<file path="config.mk">
export PLATFORM = sky130hd
export DESIGN_NAME = link_width_scaler
export DESIGN_NICKNAME = d
export VERILOG_FILES = /design/src/rtl/lws_pkg.sv /design/src/rtl/lws_util_meter.sv /design/src/rtl/lws_dwell_ctrl.sv /design/src/rtl/lws_width_reg.sv /design/src/rtl/link_width_scaler.sv
export SDC_FILE = /design/constraint.sdc
export NUM_CORES = 1
export LEC_CHECK = 0
export CAP_MARGIN = 15
export CORE_MARGIN = 5
export CORE_UTILIZATION = 38
export DETAILED_ROUTE_END_ITERATION = 6
export RECOVER_POWER = 100
export SLEW_MARGIN = 20
export SYNTH_ARGS = -nofsm -noshare
export SYNTH_HDL_FRONTEND = slang
export SYNTH_SLANG_ARGS = --single-unit
</file>
<file path="constraint.sdc">
create_clock -name clk_i -period 5.15 [get_ports clk_i]
set_input_delay 0.515 -clock clk_i [delete_from_list [all_inputs] [get_ports clk_i]]
set_output_delay 0.515 -clock clk_i [all_outputs]
set_load 0.05 [all_outputs]
</file>
<file path="src/rtl/lws_pkg.sv">
package lws_pkg;
  typedef enum logic [1:0] {
    DEC_HOLD = 2'd0,
    DEC_UP   = 2'd1,
    DEC_DN   = 2'd2
  } lws_dec_e;
endpackage

</file>
<file path="src/rtl/lws_util_meter.sv">
module lws_util_meter #(
  parameter int NUM_LINKS = 4,
  parameter int WIN_LOG2  = 4,
  parameter int ACC_W     = 7
) (
  input  logic                 clk_i,
  input  logic                 rst_ni,
  input  logic                 hold_i,
  input  logic [NUM_LINKS-1:0] busy_i,
  input  logic [NUM_LINKS-1:0] en_i,
  output logic                 sample_o,
  output logic [ACC_W-1:0]     sum_o
);
  localparam logic [WIN_LOG2-1:0] WIN_LAST = '1;

  logic [WIN_LOG2-1:0] win_q;
  logic [ACC_W-1:0]    acc_q;
  logic [ACC_W-1:0]    inc;

  always_comb begin
    inc = '0;
    for (int i = 0; i < NUM_LINKS; i++) begin
      inc = inc + ACC_W'(busy_i[i] & en_i[i]);
    end
  end

  assign sample_o = !hold_i && (win_q == WIN_LAST);
  assign sum_o    = acc_q + inc;

  always_ff @(posedge clk_i or negedge rst_ni) begin
    if (!rst_ni) begin
      win_q <= '0;
      acc_q <= '0;
    end else if (hold_i || (win_q == WIN_LAST)) begin
      win_q <= '0;
      acc_q <= '0;
    end else begin
      win_q <= win_q + 1'b1;
      acc_q <= acc_q + inc;
    end
  end
endmodule

</file>
<file path="src/rtl/lws_dwell_ctrl.sv">
module lws_dwell_ctrl
  import lws_pkg::*;
#(
  parameter int NUM_LINKS = 4,
  parameter int WIN_LOG2  = 4,
  parameter int DWELL_W   = 8,
  parameter int ACC_W     = 7,
  parameter int CNT_W     = 3
) (
  input  logic                clk_i,
  input  logic                rst_ni,
  input  logic                sample_i,
  input  logic [ACC_W-1:0]    sum_i,
  input  logic [CNT_W-1:0]    n_i,
  input  logic [WIN_LOG2:0]   thr_hi_i,
  input  logic [WIN_LOG2:0]   thr_lo_i,
  input  logic [DWELL_W-1:0]  dwell_up_i,
  input  logic [DWELL_W-1:0]  dwell_dn_i,
  output lws_dec_e            dec_o
);
  localparam logic [CNT_W-1:0]   N_MAX = CNT_W'(NUM_LINKS);
  localparam logic [DWELL_W-1:0] D_MAX = '1;

  logic [DWELL_W-1:0] up_q, dn_q, up_inc, dn_inc, up_req, dn_req;
  logic [ACC_W-1:0]   hi_lim, lo_lim;
  logic               is_hi, is_lo;

  assign hi_lim = ACC_W'(thr_hi_i) * ACC_W'(n_i);
  assign lo_lim = ACC_W'(thr_lo_i) * ACC_W'(n_i);
  assign is_hi  = sum_i > hi_lim;
  assign is_lo  = sum_i < lo_lim;

  assign up_inc = (up_q == D_MAX) ? up_q : up_q + 1'b1;
  assign dn_inc = (dn_q == D_MAX) ? dn_q : dn_q + 1'b1;
  assign up_req = (dwell_up_i == '0) ? DWELL_W'(1) : dwell_up_i;
  assign dn_req = (dwell_dn_i == '0) ? DWELL_W'(1) : dwell_dn_i;

  always_comb begin
    dec_o = DEC_HOLD;
    if (sample_i) begin
      if (is_hi && (up_inc >= up_req) && (n_i < N_MAX))        dec_o = DEC_UP;
      else if (is_lo && (dn_inc >= dn_req) && (n_i > CNT_W'(1))) dec_o = DEC_DN;
    end
  end

  always_ff @(posedge clk_i or negedge rst_ni) begin
    if (!rst_ni) begin
      up_q <= '0;
      dn_q <= '0;
    end else if (sample_i) begin
      if (is_hi) begin
        up_q <= (dec_o == DEC_UP) ? '0 : up_inc;
        dn_q <= '0;
      end else if (is_lo) begin
        dn_q <= (dec_o == DEC_DN) ? '0 : dn_inc;
        up_q <= '0;
      end else begin
        up_q <= '0;
        dn_q <= '0;
      end
    end
  end
endmodule

</file>
<file path="src/rtl/lws_width_reg.sv">
module lws_width_reg
  import lws_pkg::*;
#(
  parameter int NUM_LINKS  = 4,
  parameter int SETTLE_CYC = 8,
  parameter int CNT_W      = 3
) (
  input  logic                 clk_i,
  input  logic                 rst_ni,
  input  lws_dec_e             dec_i,
  output logic [CNT_W-1:0]     n_o,
  output logic [NUM_LINKS-1:0] en_o,
  output logic                 busy_o
);
  localparam int ST_W = $clog2(SETTLE_CYC + 1);

  logic [ST_W-1:0]  settle_q;
  logic [CNT_W-1:0] n_q;

  always_ff @(posedge clk_i or negedge rst_ni) begin
    if (!rst_ni) begin
      n_q      <= CNT_W'(NUM_LINKS);
      settle_q <= '0;
    end else begin
      unique case (dec_i)
        DEC_UP: begin
          n_q      <= n_q + 1'b1;
          settle_q <= ST_W'(SETTLE_CYC);
        end
        DEC_DN: begin
          n_q      <= n_q - 1'b1;
          settle_q <= ST_W'(SETTLE_CYC);
        end
        default: if (settle_q != '0) settle_q <= settle_q - 1'b1;
      endcase
    end
  end

  for (genvar g = 0; g < NUM_LINKS; g++) begin : g_en
    assign en_o[g] = (CNT_W'(g) < n_q);
  end

  assign n_o    = n_q;
  assign busy_o = (settle_q != '0);
endmodule

</file>
<file path="src/rtl/link_width_scaler.sv">
module link_width_scaler
  import lws_pkg::*;
#(
  parameter int NUM_LINKS  = 4,
  parameter int WIN_LOG2   = 4,
  parameter int DWELL_W    = 8,
  parameter int SETTLE_CYC = 8
) (
  input  logic                 clk_i,
  input  logic                 rst_ni,
  input  logic [NUM_LINKS-1:0] link_busy_i,
  input  logic [WIN_LOG2:0]    thr_hi_i,
  input  logic [WIN_LOG2:0]    thr_lo_i,
  input  logic [DWELL_W-1:0]   dwell_up_i,
  input  logic [DWELL_W-1:0]   dwell_dn_i,
  output logic [NUM_LINKS-1:0] link_en_o,
  output logic                 busy_o
);
  localparam int CNT_W = $clog2(NUM_LINKS + 1);
  localparam int ACC_W = WIN_LOG2 + CNT_W;

  logic             sample;
  logic [ACC_W-1:0] sum;
  logic [CNT_W-1:0] n_act;
  lws_dec_e         dec;

  lws_util_meter #(
    .NUM_LINKS(NUM_LINKS), .WIN_LOG2(WIN_LOG2), .ACC_W(ACC_W)
  ) u_meter (
    .clk_i, .rst_ni,
    .hold_i  (busy_o),
    .busy_i  (link_busy_i),
    .en_i    (link_en_o),
    .sample_o(sample),
    .sum_o   (sum)
  );

  lws_dwell_ctrl #(
    .NUM_LINKS(NUM_LINKS), .WIN_LOG2(WIN_LOG2), .DWELL_W(DWELL_W),
    .ACC_W(ACC_W), .CNT_W(CNT_W)
  ) u_dwell (
    .clk_i, .rst_ni,
    .sample_i  (sample),
    .sum_i     (sum),
    .n_i       (n_act),
    .thr_hi_i  (thr_hi_i),
    .thr_lo_i  (thr_lo_i),
    .dwell_up_i(dwell_up_i),
    .dwell_dn_i(dwell_dn_i),
    .dec_o     (dec)
  );

  lws_width_reg #(
    .NUM_LINKS(NUM_LINKS), .SETTLE_CYC(SETTLE_CYC), .CNT_W(CNT_W)
  ) u_width (
    .clk_i, .rst_ni,
    .dec_i (dec),
    .n_o   (n_act),
    .en_o  (link_en_o),
    .busy_o(busy_o)
  );
endmodule

</file>
==> results of run 1 <==
[logic make-up (layout without fill, tap and decap cells)]
| group | after synthesis | after routing | synth area share (%) |
|---|---|---|---|
| DFF | 34 | 34 | 25.0 |
| xor gates and xnor gates | 23 | 23 | 6.31 |
| muxes | 4 | 4 | 1.17 |
| AOI/OAI and AO/OA | 71 | 71 | 13.6 |
| adders and majority gates | 60 | 60 | 24.4 |
| and+or+nand+nor | 159 | 159 | 22.9 |
| buffers and inverters | 58 | 106 | 6.57 |
[cell usage after synthesis, types with 5 or more instances]
library cell,n
sky130_fd_sc_hd__nand2_1,59
sky130_fd_sc_hd__ha_1,49
sky130_fd_sc_hd__inv_1,48
sky130_fd_sc_hd__dfrtp_1,33
sky130_fd_sc_hd__nor2_1,27
sky130_fd_sc_hd__a21oi_1,21
sky130_fd_sc_hd__nand3_1,18
sky130_fd_sc_hd__a21o_1,15
sky130_fd_sc_hd__o21ai_0,13
sky130_fd_sc_hd__and2_1,12
sky130_fd_sc_hd__xnor2_1,12
sky130_fd_sc_hd__fa_1,11
sky130_fd_sc_hd__xor2_1,10
sky130_fd_sc_hd__and3_1,9
sky130_fd_sc_hd__clkbuf_1,6
sky130_fd_sc_hd__nor2b_1,6
sky130_fd_sc_hd__o21a_1,6
sky130_fd_sc_hd__nor3_1,5
[area by class of cell]
type | count | area, um2 | area share, %
clock buffer | 5 | 68.8 | 1.68
clock inverter | 2 | 10.0 | 0.245
inverter | 49 | 184 | 4.50
multi-input combinational | 317 | 2380 | 58.2
sequential | 34 | 852 | 20.9
tap | 108 | 135 | 3.31
timing repair buffer | 50 | 458 | 11.2
[where the power goes]
| part | internal (mW) | leakage [nW] | switching (mW) |
|---|---|---|---|
| Sequential | 0.267 | 0.462 | 0 |
| Combinational | 0.0259 | 1.69 | 0.0166 |
| Clock | 0.0907 | 0.0438 | 0.0941 |
| Total | 0.384 | 2.20 | 0.111 |
[per-stage QoR]
step	cell area, um2	TNS, ps	cells	util (%)
3_3_place_gp	3960	0	556	45.4
5_1_grt	4090	0	565	46.8
3_5_place_dp	3960	-54.0	556	45.4
4_1_cts	4040	0	563	46.3
2_1_floorplan	3410	0	409	-
6_report	4090	0	565	46.8
[path summary, 6_finish.rpt]
kind                                  startpoint                to  slack, ps  cells past startpoint
min in group asynchronous                 rst_ni  u_meter.win_q[3]       1260                      2
max in group asynchronous                 rst_ni   u_dwell.up_q[4]       2830                      2
worst max register to register    u_width.n_o[0]   u_dwell.up_q[1]        350                     20
worst max-delay path              u_width.n_o[0]   u_dwell.up_q[1]        350                     20
worst min-delay path            u_meter.win_q[0]  u_meter.win_q[0]        460                      1
worst min register to register  u_meter.win_q[0]  u_meter.win_q[0]        460                      1
[metal layers]
layer | share of wire [%] | up-vias
met1 | 49 | 1314
met2 | 47 | 30
met5 | 0 | -
met4 | 0.97 | 0
li1 | - | 1472
met3 | 3.4 | 6
[timing repair]
| action | 4_1_cts | 5_1_grt |
|---|---|---|
| setup endpoints to repair | 0 | 9 |
| gates resized for setup | 0 | 10 |
| setup buffers | 0 | 2 |
[flip-flops by register name, summed over array words and instances (netlist names)]
register	flops
u_meter.win_q	4
u_dwell.dn_q	8
u_dwell.up_q	8
u_width.n_o	3
u_meter.acc_q	7
u_width.settle_q	4
[critical path, stage by stage, from the launching register on]
cell and delay (ps):
sky130_fd_sc_hd__dfrtp_1 380, sky130_fd_sc_hd__or3_4 390, sky130_fd_sc_hd__nand2_1 90, sky130_fd_sc_hd__fa_1 430, sky130_fd_sc_hd__fa_2 380, sky130_fd_sc_hd__inv_1 80
sky130_fd_sc_hd__fa_2 230, sky130_fd_sc_hd__and3_4 210, sky130_fd_sc_hd__nand3_1 120, sky130_fd_sc_hd__xnor2_2 170, sky130_fd_sc_hd__ha_1 320, sky130_fd_sc_hd__a21o_1 180
sky130_fd_sc_hd__a311oi_2 280, sky130_fd_sc_hd__nor3_1 100, sky130_fd_sc_hd__nand2_1 90, sky130_fd_sc_hd__or4b_4 460, sky130_fd_sc_hd__ha_1 200, sky130_fd_sc_hd__nor3_2 170
sky130_fd_sc_hd__buf_4 150, sky130_fd_sc_hd__nand3_1 90, sky130_fd_sc_hd__o22ai_1 190
==> results_tabular.tex, run 1 <==
\begin{tabular}{lr}
\hline
Metric & Value \\
\hline
\multicolumn{2}{l}{\textbf{Outcome}} \\
Run status & finished, violations left \\
Failing checks & max-capacitance violations, max-slew violations \\
\multicolumn{2}{l}{\textbf{Synth}} \\
Leading cell types by total area after synthesis & sky130\_fd\_sc\_hd\_\_dfrtp\_1 24\%, sky130\_fd\_sc\_hd\_\_ha\_1 18\%, sky130\_fd\_sc\_hd\_\_nand2\_1 6.5\% \\
Number of warnings issued by yosys & 0 \\
Syn\_nets & approximately 500 \\
Mean cell area of the mapped netlist & about 8.3 um2 \\
Number of enable-type register cells in the synthesized netlist & 0 \\
Cell type with the largest total area after synthesis & sky130\_fd\_sc\_hd\_\_dfrtp\_1 \\
Fraction of registers with async set/reset & 100\% \\
Number of different library cells in the post-synthesis netlist & between 40 and 50 \\
Post-Syn Area & 3410 um2 \\
Portion of the post-synthesis area used by sequential elements & roughly 25\% \\
\#FFs+latches synth & 34 \\
Synth Flop Type & sky130\_fd\_sc\_hd\_\_dfrtp\_1 \\
Synthesized instance count & slightly above 400 \\
Top-area cell type share of the netlist area & 24.2\% \\
\multicolumn{2}{l}{\textbf{GRT}} \\
GR peak layer & met2 \\
Wire length of the first global-routing pass & 12.2 mm \\
Total grt overflow & 0 \\
Number of antenna violations at the first check in global routing & 0 \\
Met3 track demand over resource in global routing & about 2.8\% \\
Overall track demand over capacity in global routing & about an eighth \\
Met2 layer usage reported by global route & 21.9\% \\
Met1 layer usage reported by global route & between 15 and 20\% \\
Vias in the first global route & roughly 2800 \\
Maximum number of pins on one net before global-route repair & 35 \\
\multicolumn{2}{l}{\textbf{Timing}} \\
\# setup viols final & 0 \\
Final cycle utilization of the critical path & between 90 and 100\% \\
Number of endpoints with negative hold slack in the final report & 0 \\
Worst Slack Setup Final & approximately 350 ps \\
Worst-case clock skew & 9.88 ps \\
Highest clock frequency the design can meet & between 200 and 250 MHz \\
Measured slew at the worst slew-check pin & 1830 ps \\
Hold WS & around 460 ps \\
Rel. slew slack & -22.0\% \\
Setup repair after global routing missed its margin & no \\
Max-slew violation count & 35 \\
Tmin final & 4800 ps \\
\multicolumn{2}{l}{\textbf{Finish}} \\
Fin nets & around 550 \\
Commonest cells after routing, fill and taps aside & 59 x sky130\_fd\_sc\_hd\_\_nand2\_1, 49 x sky130\_fd\_sc\_hd\_\_inv\_1, 49 x sky130\_fd\_sc\_hd\_\_ha\_1, 33 x sky130\_fd\_sc\_hd\_\_dfrtp\_1, 30 x sky130\_fd\_sc\_hd\_\_clkdlybuf4s50\_1 \\
Number of antenna repair diodes & 0 \\
Leading cell type in the layout, fill and taps excluded & sky130\_fd\_sc\_hd\_\_nand2\_1 \\
Fraction of layout cells with a size suffix above 1 & around 8.5\% \\
Fill cells & approximately 840 \\
Area delta synth->final & 19.8\% \\
\multicolumn{2}{l}{\textbf{Drt}} \\
Remaining antenna violation count & 0 \\
Remaining routing DRC violations & 0 \\
Initial drt markers & 77 \\
Vias after detailed routing & 2822 \\
Drt via density & about 5 \\
Number of iterations in the first detailed-routing pass & 4 \\
WL/cell & 12.2 um \\
Routed Wire Length & 6.92 mm \\
\multicolumn{2}{l}{\textbf{Power}} \\
Worst vdd rail ir drop & about 0.13 mV \\
Static Leak & roughly 2.2 nW \\
Power density over the cells & 121 nW/um2 \\
Design Power & 494 uW \\
\multicolumn{2}{l}{\textbf{Clock tree}} \\
Number of sinks on the clock net & 34 \\
Hold-fix buffers at CTS & 0 \\
Root buffer cell & sky130\_fd\_sc\_hd\_\_clkbuf\_8 \\
TritonCTS clock tree & yes \\
Clock-pin slew on the worst setup and hold paths & 70 ps \\
H-Tree Level Count & 2 \\
Buffer depth of the longest clock path & 2 \\
Worst-skew pair later-pin latency & between 200 and 300 ps \\
Total clock buffers created by CTS & 5 \\
\multicolumn{2}{l}{\textbf{Worst setup path}} \\
Data required time of the worst path & between 5000 and 6000 ps \\
Crit path launch type & register \\
Largest fanout of any net on the critical path & 6 \\
Critical path class & register to register \\
Critical path capture point type & register \\
Endpoint arrival time on the critical path & around 5000 ps \\
\multicolumn{2}{l}{\textbf{Floorplan}} \\
Number of placement rows & 34 \\
Top-level port count & 37 \\
Die Height & between 100 and 150 um \\
Core ar. & approximately 8700 um2 \\
Effective utilization at floorplan & around two fifths \\
Die area & 11000 um2 \\
Horizontal extent of the die & $\sim$100 um \\
\multicolumn{2}{l}{\textbf{Hold path}} \\
Type of the most critical hold path & register to register \\
\multicolumn{2}{l}{\textbf{Placed design}} \\
Dpl hpwl & around 5.7 mm \\
Number of input and output port buffers inserted & 36 \\
Worst Setup Slack post-DPL & -40.3 ps \\
Final GP Congestion & 0.801 \\
\multicolumn{2}{l}{\textbf{Flow run}} \\
Max-cap violation count & 1 \\
\hline
\end{tabular}
Power figures use the tool's default switching activity.
==> run 2: changes to the inputs <==
--- a/config.mk
+++ b/config.mk
@@ -5,7 +5,7 @@
 export SDC_FILE = /design/constraint.sdc
 export NUM_CORES = 1
 export LEC_CHECK = 0
-export CAP_MARGIN = 15
+export CAP_MARGIN = 20
 export CORE_MARGIN = 5
 export CORE_UTILIZATION = 38
 export DETAILED_ROUTE_END_ITERATION = 6
==> results of run 2 <==
Final layout, timing and power as in run 1 (identical DEF).
==> run 3: changes to the inputs <==
--- a/config.mk
+++ b/config.mk
@@ -6,9 +6,12 @@
 export NUM_CORES = 1
 export LEC_CHECK = 0
 export CAP_MARGIN = 20
+export CELL_PAD_IN_SITES_DETAIL_PLACEMENT = 1
+export CELL_PAD_IN_SITES_GLOBAL_PLACEMENT = 2
 export CORE_MARGIN = 5
-export CORE_UTILIZATION = 38
+export CORE_UTILIZATION = 31
 export DETAILED_ROUTE_END_ITERATION = 6
+export PLACE_DENSITY_LB_ADDON = 0.1
 export RECOVER_POWER = 100
 export SLEW_MARGIN = 20
 export SYNTH_ARGS = -nofsm -noshare
==> results_tabular.tex, run 3 (synthesis results as in run 1) <==
\begin{tabular}{lr}
\hline
Metric & Value \\
\hline
\multicolumn{2}{l}{\textbf{Power}} \\
Design Power & 545 uW (+10\%) \\
Worst vdd rail ir drop & 0.0863 mV (-35\%) \\
Static Leak & 2.23 nW (+1.6\%) \\
Power density over the cells & 130 nW/um2 (+7.7\%) \\
\multicolumn{2}{l}{\textbf{Clock tree}} \\
Clock-pin slew on the worst setup and hold paths & 70 ps (about the same) \\
Number of sinks on the clock net & 34 (unchanged) \\
Buffer depth of the longest clock path & 2 (unchanged) \\
H-Tree Level Count & 2 (unchanged) \\
Root buffer cell & sky130\_fd\_sc\_hd\_\_clkbuf\_8 \\
Hold-fix buffers at CTS & 0 (unchanged) \\
Total clock buffers created by CTS & 5 (unchanged) \\
Worst-skew pair later-pin latency & 280 ps (about the same) \\
TritonCTS clock tree & yes \\
\multicolumn{2}{l}{\textbf{Floorplan}} \\
Number of placement rows & 38 (+12\%) \\
Top-level port count & 37 (unchanged) \\
Core ar. & 10800 um2 (+24\%) \\
Horizontal extent of the die & 115 um (+9.7\%) \\
Die Height & 115 um (+9.7\%) \\
Effective utilization at floorplan & 31.6\% (-7.5 points) \\
Die area & 13200 um2 (+20\%) \\
\multicolumn{2}{l}{\textbf{Timing}} \\
Measured slew at the worst slew-check pin & 1940 ps (+113 ps) \\
Final-layout setup total negative slack & 0 ps (unchanged) \\
\# setup viols final & 0 (unchanged) \\
Setup repair after global routing missed its margin & no \\
Max-slew violation count & 35 (unchanged) \\
Rel. slew slack & -29.6\% (-7.6 points) \\
Hold WS & 469 ps (+5.50 ps) \\
Highest clock frequency the design can meet & 204 MHz (-1.8\%) \\
Worst-case clock skew & 5.39 ps (-4.49 ps) \\
Worst Slack Setup Final & 259 ps (-90.1 ps) \\
Number of endpoints with negative hold slack in the final report & 0 (unchanged) \\
Tmin final & 4890 ps (+90.1 ps) \\
Final cycle utilization of the critical path & 95.0\% (+1.8 points) \\
\multicolumn{2}{l}{\textbf{Drt}} \\
Routed Wire Length & 8.44 mm (+22\%) \\
Remaining routing DRC violations & 0 (unchanged) \\
Drt via density & 4.85 (-2.8\%) \\
Vias after detailed routing & 2931 (+3.9\%) \\
WL/cell & 14.0 um (+14\%) \\
Initial drt markers & 70 (-9.1\%) \\
Number of iterations in the first detailed-routing pass & 4 (unchanged) \\
Remaining antenna violation count & 0 (unchanged) \\
\multicolumn{2}{l}{\textbf{Finish}} \\
Final Non-Filler Cells & 604 (+6.9\%) \\
Number of antenna repair diodes & 0 (unchanged) \\
Final core area utilization & 38.8\% (-8.1 points) \\
Largest registers ranked by flip-flop count & u\_dwell.dn\_q x8, u\_dwell.up\_q x8, u\_meter.acc\_q x7 \\
Leading cell type in the layout, fill and taps excluded & sky130\_fd\_sc\_hd\_\_nand2\_1 \\
Final instance area & 4190 um2 (+2.5\%) \\
Area delta synth->final & 22.7\% \\
Fin nets & 555 (+1.1\%) \\
Fraction of layout cells with a size suffix above 1 & 8.19\% (-0.34 points) \\
Commonest cells after routing, fill and taps aside & 59 x sky130\_fd\_sc\_hd\_\_nand2\_1, 49 x sky130\_fd\_sc\_hd\_\_inv\_1, 49 x sky130\_fd\_sc\_hd\_\_ha\_1, 33 x sky130\_fd\_sc\_hd\_\_dfrtp\_1, 30 x sky130\_fd\_sc\_hd\_\_clkdlybuf4s50\_1 \\
\multicolumn{2}{l}{\textbf{Worst setup path}} \\
Critical path class & register to register \\
Crit path launch type & register \\
Critical path capture point type & register \\
Largest fanout of any net on the critical path & 6 (unchanged) \\
Logic depth of the worst register-to-register path & 20 (unchanged) \\
Endpoint arrival time on the critical path & 5120 ps (+120 ps) \\
Data required time of the worst path & 5370 ps (+20 ps) \\
\multicolumn{2}{l}{\textbf{Placed design}} \\
Final GP Congestion & 0.787 (-1.7\%) \\
Dpl hpwl & 6.81 mm (+20\%) \\
DP Area & 4030 um2 (+2.0\%) \\
DP Cell Count & 593 (+6.7\%) \\
Number of input and output port buffers inserted & 36 (unchanged) \\
Worst Setup Slack post-DPL & -79.8 ps (-39.5 ps) \\
\multicolumn{2}{l}{\textbf{GRT}} \\
Wire length of the first global-routing pass & 14.5 mm (+19\%) \\
Number of antenna violations at the first check in global routing & 0 (unchanged) \\
Maximum number of pins on one net before global-route repair & 35 (unchanged) \\
Overall track demand over capacity in global routing & 13.3\% (+0.31 points) \\
Total grt overflow & 0 (unchanged) \\
Vias in the first global route & 3159 (+13\%) \\
\multicolumn{2}{l}{\textbf{Hold path}} \\
Type of the most critical hold path & register to register \\
Worst Hold Depth & 1 (unchanged) \\
\multicolumn{2}{l}{\textbf{Flow run}} \\
Max-cap violation count & 1 (unchanged) \\
\multicolumn{2}{l}{\textbf{Outcome}} \\
Failing checks & max-capacitance violations, max-slew violations \\
Run status & finished, violations left \\
\hline
\end{tabular}
[run 3: cell types whose count changed in the layout (fill, tap and decap cells not counted), sizes merged]
cell,before,now
buf,12,14
clkbuf,7,14
clkinv,2,0
[run 3: path summary, 6_finish.rpt]
| path | from | slack, ps | endpoint |
|---|---|---|---|
| max in group asynchronous | rst_ni | 2730 | u_width.settle_q[0] |
| worst max register to register | u_width.n_o[0] | 260 | u_dwell.up_q[7] |
| worst min-delay path | u_meter.win_q[0] | 470 | u_meter.win_q[0] |
| min in group asynchronous | rst_ni | 1310 | u_dwell.up_q[5] |
| worst min register to register | u_meter.win_q[0] | 470 | u_meter.win_q[0] |
| worst max-delay path | u_width.n_o[0] | 260 | u_dwell.up_q[7] |
[run 3: power by group]
group | leakage, nW | switching [mW] | internal, mW | total (mW)
clock network | 0.0575 | 0.100 | 0.135 | 0.236
logic | 1.71 | 0.0167 | 0.0263 | 0.0431
registers | 0.462 | 0 | 0.267 | 0.267
[run 3: area by class of cell]
cell class / count / area [um2]
Clock buffer: 8 / 110
Inverter: 49 / 184
Fill cell: 1288 / 6610
Timing Repair Buffer: 56 / 495
Multi-Input combinational cell: 317 / 2370
Tap cell: 140 / 175
Sequential cell: 34 / 852
[run 3: per-layer routing]
metal / track usage [%] / vias to the layer above / wire length (um)
met2: 24.2 / 20 / 4380
li1: - / 1482 / -
met4: 1.88 / 0 / 25
met5: 0 / - / 0
met1: 16.9 / 1427 / 3900
met3: 2.37 / 2 / 135
[run 3: worst max-delay path, stage by stage (launching register included)]
cell and delay [ps]:
sky130_fd_sc_hd__dfrtp_1 390, sky130_fd_sc_hd__or3_1 410, sky130_fd_sc_hd__nand2_1 100, sky130_fd_sc_hd__fa_1 430, sky130_fd_sc_hd__fa_1 430, sky130_fd_sc_hd__inv_1 90, sky130_fd_sc_hd__fa_1 250, sky130_fd_sc_hd__and3_4 230
sky130_fd_sc_hd__nand3_1 120, sky130_fd_sc_hd__xnor2_2 170, sky130_fd_sc_hd__ha_1 350, sky130_fd_sc_hd__a21o_1 180, sky130_fd_sc_hd__a311oi_2 310, sky130_fd_sc_hd__nor3_2 100, sky130_fd_sc_hd__nand2_1 100, sky130_fd_sc_hd__or4b_1 450
sky130_fd_sc_hd__ha_1 230, sky130_fd_sc_hd__nor3_4 150, sky130_fd_sc_hd__buf_4 170, sky130_fd_sc_hd__nand3_1 80, sky130_fd_sc_hd__nand2_1 100
[run 3: timing repair]
item | CTS | global route
buffers inserted | 0 | 3
resized for setup | 0 | 7
endpoints found under the setup margin | 0 | 13
